**src/rtl/dtmf_pkg.sv**
```systemverilog
package dtmf_pkg;

  localparam int WORD_BITS = 5;

  typedef struct packed {
    logic       row_en;
    logic       col_en;
    logic [1:0] row;
    logic [1:0] col;
  } tone_sel_t;

  localparam tone_sel_t TONE_OFF = '0;

  // Keypad nibble to row/column pair.
  function automatic tone_sel_t key_to_sel(input logic [3:0] k);
    tone_sel_t  s;
    logic [3:0] idx;
    logic [3:0] q;
    logic [3:0] r;
    s.row_en = 1'b1;
    s.col_en = 1'b1;
    idx = k - 4'd1;
    q   = idx / 4'd3;
    r   = idx % 4'd3;
    if (k == 4'd0) begin
      s.row = 2'd3; s.col = 2'd3;
    end else if (k <= 4'd9) begin
      s.row = q[1:0]; s.col = r[1:0];
    end else if (k == 4'd10) begin
      s.row = 2'd3; s.col = 2'd1;
    end else if (k == 4'd11) begin
      s.row = 2'd3; s.col = 2'd0;
    end else if (k == 4'd12) begin
      s.row = 2'd3; s.col = 2'd2;
    end else begin
      idx = k - 4'd13;
      s.row = idx[1:0]; s.col = 2'd3;
    end
    return s;
  endfunction

  // Serial word carries an assigned meaning.
  function automatic logic ser_known(input logic [WORD_BITS-1:0] w);
    return !w[4] || !w[3] || (w == 5'h1F);
  endfunction

  // Serial word to selection (only meaningful when ser_known).
  function automatic tone_sel_t ser_to_sel(input logic [WORD_BITS-1:0] w);
    tone_sel_t s;
    s = TONE_OFF;
    if (!w[4]) begin
      s = key_to_sel(w[3:0]);
    end else if (!w[3]) begin
      if (!w[2]) begin
        s.row_en = 1'b1; s.row = w[1:0];
      end else begin
        s.col_en = 1'b1; s.col = w[1:0];
      end
    end
    return s;
  endfunction

endpackage

```
**src/rtl/dtmf_sync.sv**
```systemverilog
module dtmf_sync #(
  parameter int       STAGES    = 2,
  parameter int       WIDTH     = 1,
  parameter bit       RESET_VAL = 1'b1
) (
  input  logic             clk,
  input  logic             rst_n,
  input  logic [WIDTH-1:0] d,
  output logic [WIDTH-1:0] q
);
  logic [WIDTH-1:0] chain [STAGES];

  for (genvar i = 0; i < STAGES; i++) begin : g_stage
    always_ff @(posedge clk or negedge rst_n) begin
      if (!rst_n) chain[i] <= {WIDTH{RESET_VAL}};
      else if (i == 0) chain[i] <= d;
      else chain[i] <= chain[(i == 0) ? 0 : i-1];
    end
  end

  assign q = chain[STAGES-1];
endmodule

```
**src/rtl/dtmf_ser_rx.sv**
```systemverilog
module dtmf_ser_rx
  import dtmf_pkg::*;
#(
  parameter int SYNC_STAGES = 2
) (
  input  logic                 clk,
  input  logic                 rst_n,
  input  logic                 enable,
  input  logic                 ser_clk,
  input  logic                 ser_dat,
  output logic                 word_valid,
  output logic [WORD_BITS-1:0] word,
  output logic                 fall_evt
);
  localparam int                CNT_W = $clog2(WORD_BITS);
  localparam logic [CNT_W-1:0]  LAST  = CNT_W'(WORD_BITS - 1);

  logic [1:0]       sync_q;
  logic             sclk_s, sdat_s, sclk_q;
  logic [CNT_W-1:0] bit_cnt;

  dtmf_sync #(.STAGES(SYNC_STAGES), .WIDTH(2), .RESET_VAL(1'b1)) u_sync (
    .clk(clk), .rst_n(rst_n), .d({ser_clk, ser_dat}), .q(sync_q)
  );
  assign sclk_s   = sync_q[1];
  assign sdat_s   = sync_q[0];
  assign fall_evt = sclk_q & ~sclk_s;

  always_ff @(posedge clk or negedge rst_n) begin
    if (!rst_n) begin
      sclk_q     <= 1'b1;
      bit_cnt    <= '0;
      word       <= '0;
      word_valid <= 1'b0;
    end else begin
      sclk_q     <= sclk_s;
      word_valid <= 1'b0;
      if (!enable) begin
        bit_cnt <= '0;
      end else if (fall_evt) begin
        word <= {sdat_s, word[WORD_BITS-1:1]};
        if (bit_cnt == LAST) begin
          bit_cnt    <= '0;
          word_valid <= 1'b1;
        end else begin
          bit_cnt <= bit_cnt + 1'b1;
        end
      end
    end
  end

  p_cnt_bound_r1: assert property (@(posedge clk) disable iff (!rst_n)
    bit_cnt <= LAST);
  p_valid_after_fall_r1: assert property (@(posedge clk) disable iff (!rst_n)
    word_valid |-> $past(fall_evt && enable));
  p_disable_clears_r9: assert property (@(posedge clk) disable iff (!rst_n)
    !enable |=> (bit_cnt == '0) && !word_valid);
endmodule

```
**src/rtl/dtmf_wake_timer.sv**
```systemverilog
module dtmf_wake_timer #(
  parameter int WAKE_CYCLES = 24000
) (
  input  logic clk,
  input  logic rst_n,
  input  logic cs_n,
  output logic ready
);
  localparam int             CW   = $clog2(WAKE_CYCLES + 1);
  localparam logic [CW-1:0]  DONE = CW'(WAKE_CYCLES);

  logic [CW-1:0] cnt;

  always_ff @(posedge clk or negedge rst_n) begin
    if (!rst_n)            cnt <= '0;
    else if (cs_n)         cnt <= '0;
    else if (cnt != DONE)  cnt <= cnt + 1'b1;
  end

  assign ready = (cnt == DONE);

  p_ready_needs_cs_r7: assert property (@(posedge clk) disable iff (!rst_n)
    ready |-> $past(!cs_n));
  p_cs_drop_r8: assert property (@(posedge clk) disable iff (!rst_n)
    cs_n |=> !ready);
endmodule

```
**src/rtl/dtmf_cmd_if.sv**
```systemverilog
module dtmf_cmd_if
  import dtmf_pkg::*;
#(
  parameter int WAKE_CYCLES = 24000,
  parameter int SYNC_STAGES = 2
) (
  input  logic       clk,
  input  logic       rst_n,
  input  logic       cs_n,
  input  logic       par_mode,
  input  logic [3:0] par_key,
  input  logic       ser_clk,
  input  logic       ser_dat,
  output logic [1:0] row_idx,
  output logic [1:0] col_idx,
  output logic       row_en,
  output logic       col_en,
  output logic       tone_on
);
  logic                 rx_enable, word_valid, fall_evt, ready, out_gate;
  logic [WORD_BITS-1:0] word;
  logic                 word_known;
  tone_sel_t            cmd;

  assign rx_enable = ~cs_n & ~par_mode;

  dtmf_ser_rx #(.SYNC_STAGES(SYNC_STAGES)) u_rx (
    .clk(clk), .rst_n(rst_n), .enable(rx_enable),
    .ser_clk(ser_clk), .ser_dat(ser_dat),
    .word_valid(word_valid), .word(word), .fall_evt(fall_evt)
  );

  dtmf_wake_timer #(.WAKE_CYCLES(WAKE_CYCLES)) u_wake (
    .clk(clk), .rst_n(rst_n), .cs_n(cs_n), .ready(ready)
  );

  assign word_known = ser_known(word);

  always_ff @(posedge clk or negedge rst_n) begin
    if (!rst_n)                       cmd <= TONE_OFF;
    else if (cs_n)                    cmd <= TONE_OFF;
    else if (par_mode)                cmd <= key_to_sel(par_key);
    else if (word_valid && word_known) cmd <= ser_to_sel(word);
  end

  assign out_gate = ready & ~cs_n;
  assign row_idx  = cmd.row;
  assign col_idx  = cmd.col;
  assign row_en   = cmd.row_en & out_gate;
  assign col_en   = cmd.col_en & out_gate;
  assign tone_on  = row_en | col_en;

  p_out_needs_cs_r8: assert property (@(posedge clk) disable iff (!rst_n)
    (row_en || col_en) |-> !cs_n);
  p_cmd_cleared_r8: assert property (@(posedge clk) disable iff (!rst_n)
    cs_n |=> (cmd == TONE_OFF));
  p_unused_hold_r5: assert property (@(posedge clk) disable iff (!rst_n)
    (word_valid && !word_known && !cs_n && !par_mode) |=> $stable(cmd));
  p_off_code_r4: assert property (@(posedge clk) disable iff (!rst_n)
    (word_valid && word == 5'h1F && !cs_n && !par_mode) |=> !cmd.row_en && !cmd.col_en);
  p_par_follow_r6: assert property (@(posedge clk) disable iff (!rst_n)
    (!cs_n && par_mode) |=> (cmd == key_to_sel($past(par_key))));
  p_reset_quiet_r10: assert property (@(posedge clk)
    !rst_n |-> !tone_on);
endmodule

```
**config.mk**
```make
export PLATFORM = sky130hd
export DESIGN_NAME = dtmf_cmd_if
export DESIGN_NICKNAME = d
export VERILOG_FILES = /design/src/rtl/dtmf_pkg.sv /design/src/rtl/dtmf_sync.sv /design/src/rtl/dtmf_ser_rx.sv /design/src/rtl/dtmf_wake_timer.sv /design/src/rtl/dtmf_cmd_if.sv
export SDC_FILE = /design/constraint.sdc
export NUM_CORES = 1
export LEC_CHECK = 0
export ABC_AREA = 1
export CAP_MARGIN = 15
export CORE_MARGIN = 2
export CORE_UTILIZATION = 50
export DETAILED_ROUTE_END_ITERATION = 10
export PLACE_DENSITY_LB_ADDON = 0.25
export SETUP_SLACK_MARGIN = 0.15
export SLEW_MARGIN = 0
export SYNTH_ARGS = -nofsm -noshare
export SYNTH_HDL_FRONTEND = slang
export SYNTH_SLANG_ARGS = --single-unit
```
**constraint.sdc**
```tcl
create_clock -name clk -period 3.3 [get_ports clk]
set_clock_uncertainty 0.15 [all_clocks]
set_input_delay 0.99 -clock clk [delete_from_list [all_inputs] [get_ports clk]]
set_output_delay 0.99 -clock clk [all_outputs]
set_load 0.03 [all_outputs]
```
==> results.md, run 1 <==
* Crit Path Max Fanout at 4
* Static Leak at 0.001469 µW
* Clk_lat worst skew at 0.28 ns
* Data required time of the worst path at 2.16 ns
* R2r startpoint: u_rx.word[1]
* Critical path's slowest cell: dlygate4sd2_1
* Maxcap violations at 0
* Number of CTS-inserted buffers at 5
* Min Clock Period, post-route at 2.991 ns
* First-pass GRT wire length at 8.528 mm
* Antenna violations before repair at 0
* CTS tree: built
* Worst slew pin tran at 0.4308 ns
* Clk root buf: clkbuf_8
* Gr ovfl total at 0
* Maximum vdd ir drop at 0.0002816 V
* Met2 Use GR at 32.14%
* Largest net degree at the start of global routing at 36
* Inserted Diodes at 0
* Critical Path Start: cs_n
* Die span in y at 73.44 µm
* Mapped Avg Cell Area at 7.351 µm²
* Avg WL per Cell at 11.47 µm
* Post-Place Cells at 409
* Register-to-register setup slack at 0.47 ns
* Final setup violating endpoints at 0
* Final cell count without fillers at 422
* RSZ-0062 raised after global routing: no
* Post-DP HPWL at 3.679 mm
* Register area share after synthesis at 36.59%
* Die Area at 5393 µm²
* Busiest grt layer: met2
* Num ports at 17
* CTS clock-pin slew for the worst setup and hold paths at 0.07 ns
* CP Class: in2out
* Worst r2r dst: col_idx[0]
* Critical-path cell list: dlygate4sd2_1 > inv_2 > nand4_1 > a21oi_1 > buf_4
* Max incr delay on CP at 0.26 ns
* Final WL at 4.840 mm
* Reg2Reg Depth at 22
* DR DRC count at 0
* RD Place Congestion at 0.8507
* Met1 usage at 26.50%
* CTS sink count at 35
* CTS Hold Bufs at 0
* Status: complete, no violations
* Arrival time worst endpoint at 1.85 ns
* Multi-input logic area at 1328 µm²
* Worst setup EP type: output port
* Placed inst area at 2716 µm²
* Reg area at 883.3 µm²
* Initial DRC count at 134
* Hold path depth at 0
* Post-Syn Area at 2411 µm²
* GRT Overall Usage at 19.95%
* Max-Slew Margin vs Limit at 71.28%
* Util after Layout at 61.73%
* Final count of hold timing violations at 0
* Design area at 2897 µm²
* Syn Inst Count at 328
* Synth Register Bits at 35
* # nets final at 397
* Port bufs at 16
* Final cycle utilization of the critical path at 90.64%
* Hold crit path type: reg2reg
* Routed Antenna Nets at 0
* Commonest non-fill, non-tap cell in the layout: nand2_1
* Syn Nets at 358
* H-tree levels at 2
* Max Clk Rate at 0.3343 GHz
* Filler Cell Count at 392
* Initial DRT Pass Iterations at 4
* Effective utilization at floorplan at 51.39%
* Hold Path Origin: u_rx.u_sync.chain[3]
* PwrDens at 479.0 nW/µm²
* Hold path endpoint: u_rx.u_sync.q[1]
* Synthesis Warnings at 0
* Pwr Total at 1388 µW
* Number of global-route vias before repair at 2066
* Core area at 4692 µm²
* Worst setup SP type: input port
* Final Slew Violations at 0
* Yosys cell types at 30
* Clock Path Buffers at 2
* # rows at 25
* Die width at 73.44 µm
* DR vias/cell at 5.282
* Area grow syn2layout at 20.14%
* Met3 usage at 4.390%
* Most frequent cells in the layout: nand2_1 (70), inv_1 (52), nand3_1 (34)
* Routed vias at 2229
* Share of cells above drive strength 1 at 20.38%
[metal layers]
metal,wire (µm),part of all wire [%]
met1,2267,47
met2,2255,47
met3,231,4.8
met4,85,1.8
met5,0,0
[per-stage QoR]
stage,setup WS [ns],hold slack [ns],TNS (ns)
finish,0.3090,0.2084,0
global route,0.1738,0.2128,0
CTS,0.1665,0.2113,0
detailed placement,-0.4889,0.1988,-1.406
global placement,-0.3969,0.1965,-1.134
floorplan,0.1548,0.1952,0
[cell usage after synthesis]
library cell / number / area, µm²
a31oi_1: 2 / 12.51
o21ai_2: 1 / 8.760
inv_2: 2 / 7.510
clkbuf_1: 1 / 3.750
nand4_2: 2 / 25.02
nor3_1: 4 / 20.02
nand2_2: 5 / 31.28
inv_1: 56 / 210.2
nor2_2: 5 / 31.28
o21ai_0: 24 / 120.1
dfstp_2: 5 / 131.4
ha_1: 20 / 250.2
o21ai_1: 3 / 15.01
o211ai_1: 1 / 7.510
dfrtp_1: 30 / 750.7
xor2_1: 1 / 8.760
nor3_2: 2 / 20.02
nand2_1: 71 / 266.5
a21oi_1: 15 / 75.07
nor4_1: 4 / 25.02
a211oi_1: 1 / 7.510
nand4_1: 4 / 25.02
buf_4: 4 / 30.03
nand3_1: 37 / 185.2
nor2_4: 1 / 11.26
nand3_2: 2 / 20.02
or2_2: 1 / 6.260
o22ai_1: 3 / 18.77
buf_6: 1 / 11.26
nor2_1: 20 / 75.07
[where the power goes]
group | internal, µW | switching (µW) | total (µW) | leakage [µW]
combinational | 230 | 362 | 592 | 0.000974
clock | 147 | 150 | 296 | 0.0000402
sequential | 466 | 32.9 | 499 | 0.000455
total | 843 | 545 | 1390 | 0.00147
[state kept, by name, summed over array words and instances (netlist names)]
signal / cells
cmd: 2
col_idx: 2
row_idx: 2
u_rx.bit_cnt: 3
u_rx.sclk_q: 1
u_rx.u_sync.chain: 2
u_rx.u_sync.q: 2
u_rx.word: 5
u_rx.word_valid: 1
u_wake.cnt: 15
[layout make-up]
class                   instances  area share (%)
clock inverters                 3          0.6911
well taps                      54           2.333
inverters                      58           7.516
clock buffers                   5           2.376
repair buffers                 38           10.76
flip-flops and latches         35           30.50
multi-input cells             229           45.83
[cells by family after synthesis]
kind of cell / share of synthesized area, %
XOR/XNOR: 0.3633
flip-flops: 36.59
adder cells (fa/ha/maj): 10.38
AO/OA/AOI/OAI: 11.00
buffers and inverters: 10.90
AND/OR/NAND/NOR: 30.77
[worst max path at each step]
stage / end / slack, ns / cells after the start
after floorplan: col_idx[0] / 0.15 / 22
after global placement: col_idx[0] / -0.40 / 23
after detailed placement: col_idx[0] / -0.49 / 23
after CTS: col_idx[0] / 0.17 / 21
after global routing: col_idx[0] / 0.17 / 23
final: tone_on / 0.31 / 5
[critical path: cells and delay by family]
family	cells	cell delay, ns
compound gates	1	0.18
buf+inv	3	0.50
simple gates	1	0.19
[repair_timing]
action / 4_1_cts / 5_1_grt
buffers inserted: 4 / 1
pin swaps: 4 / 3
gates resized for setup: 10 / 16
endpoints found under the setup margin: 6 / 3
gates cloned: 0 / 0
Note: power is estimated with default switching activity, not from simulation.
==> run 2, diff against run 1 <==
--- a/config.mk
+++ b/config.mk
@@ -10,6 +10,7 @@
 export CORE_MARGIN = 2
 export CORE_UTILIZATION = 50
 export DETAILED_ROUTE_END_ITERATION = 10
+export GPL_ROUTABILITY_DRIVEN = 0
 export PLACE_DENSITY_LB_ADDON = 0.25
 export SETUP_SLACK_MARGIN = 0.15
 export SLEW_MARGIN = 0
==> results of run 2 <==
No change in the layout: final DEF, timing and power equal those of run 1.
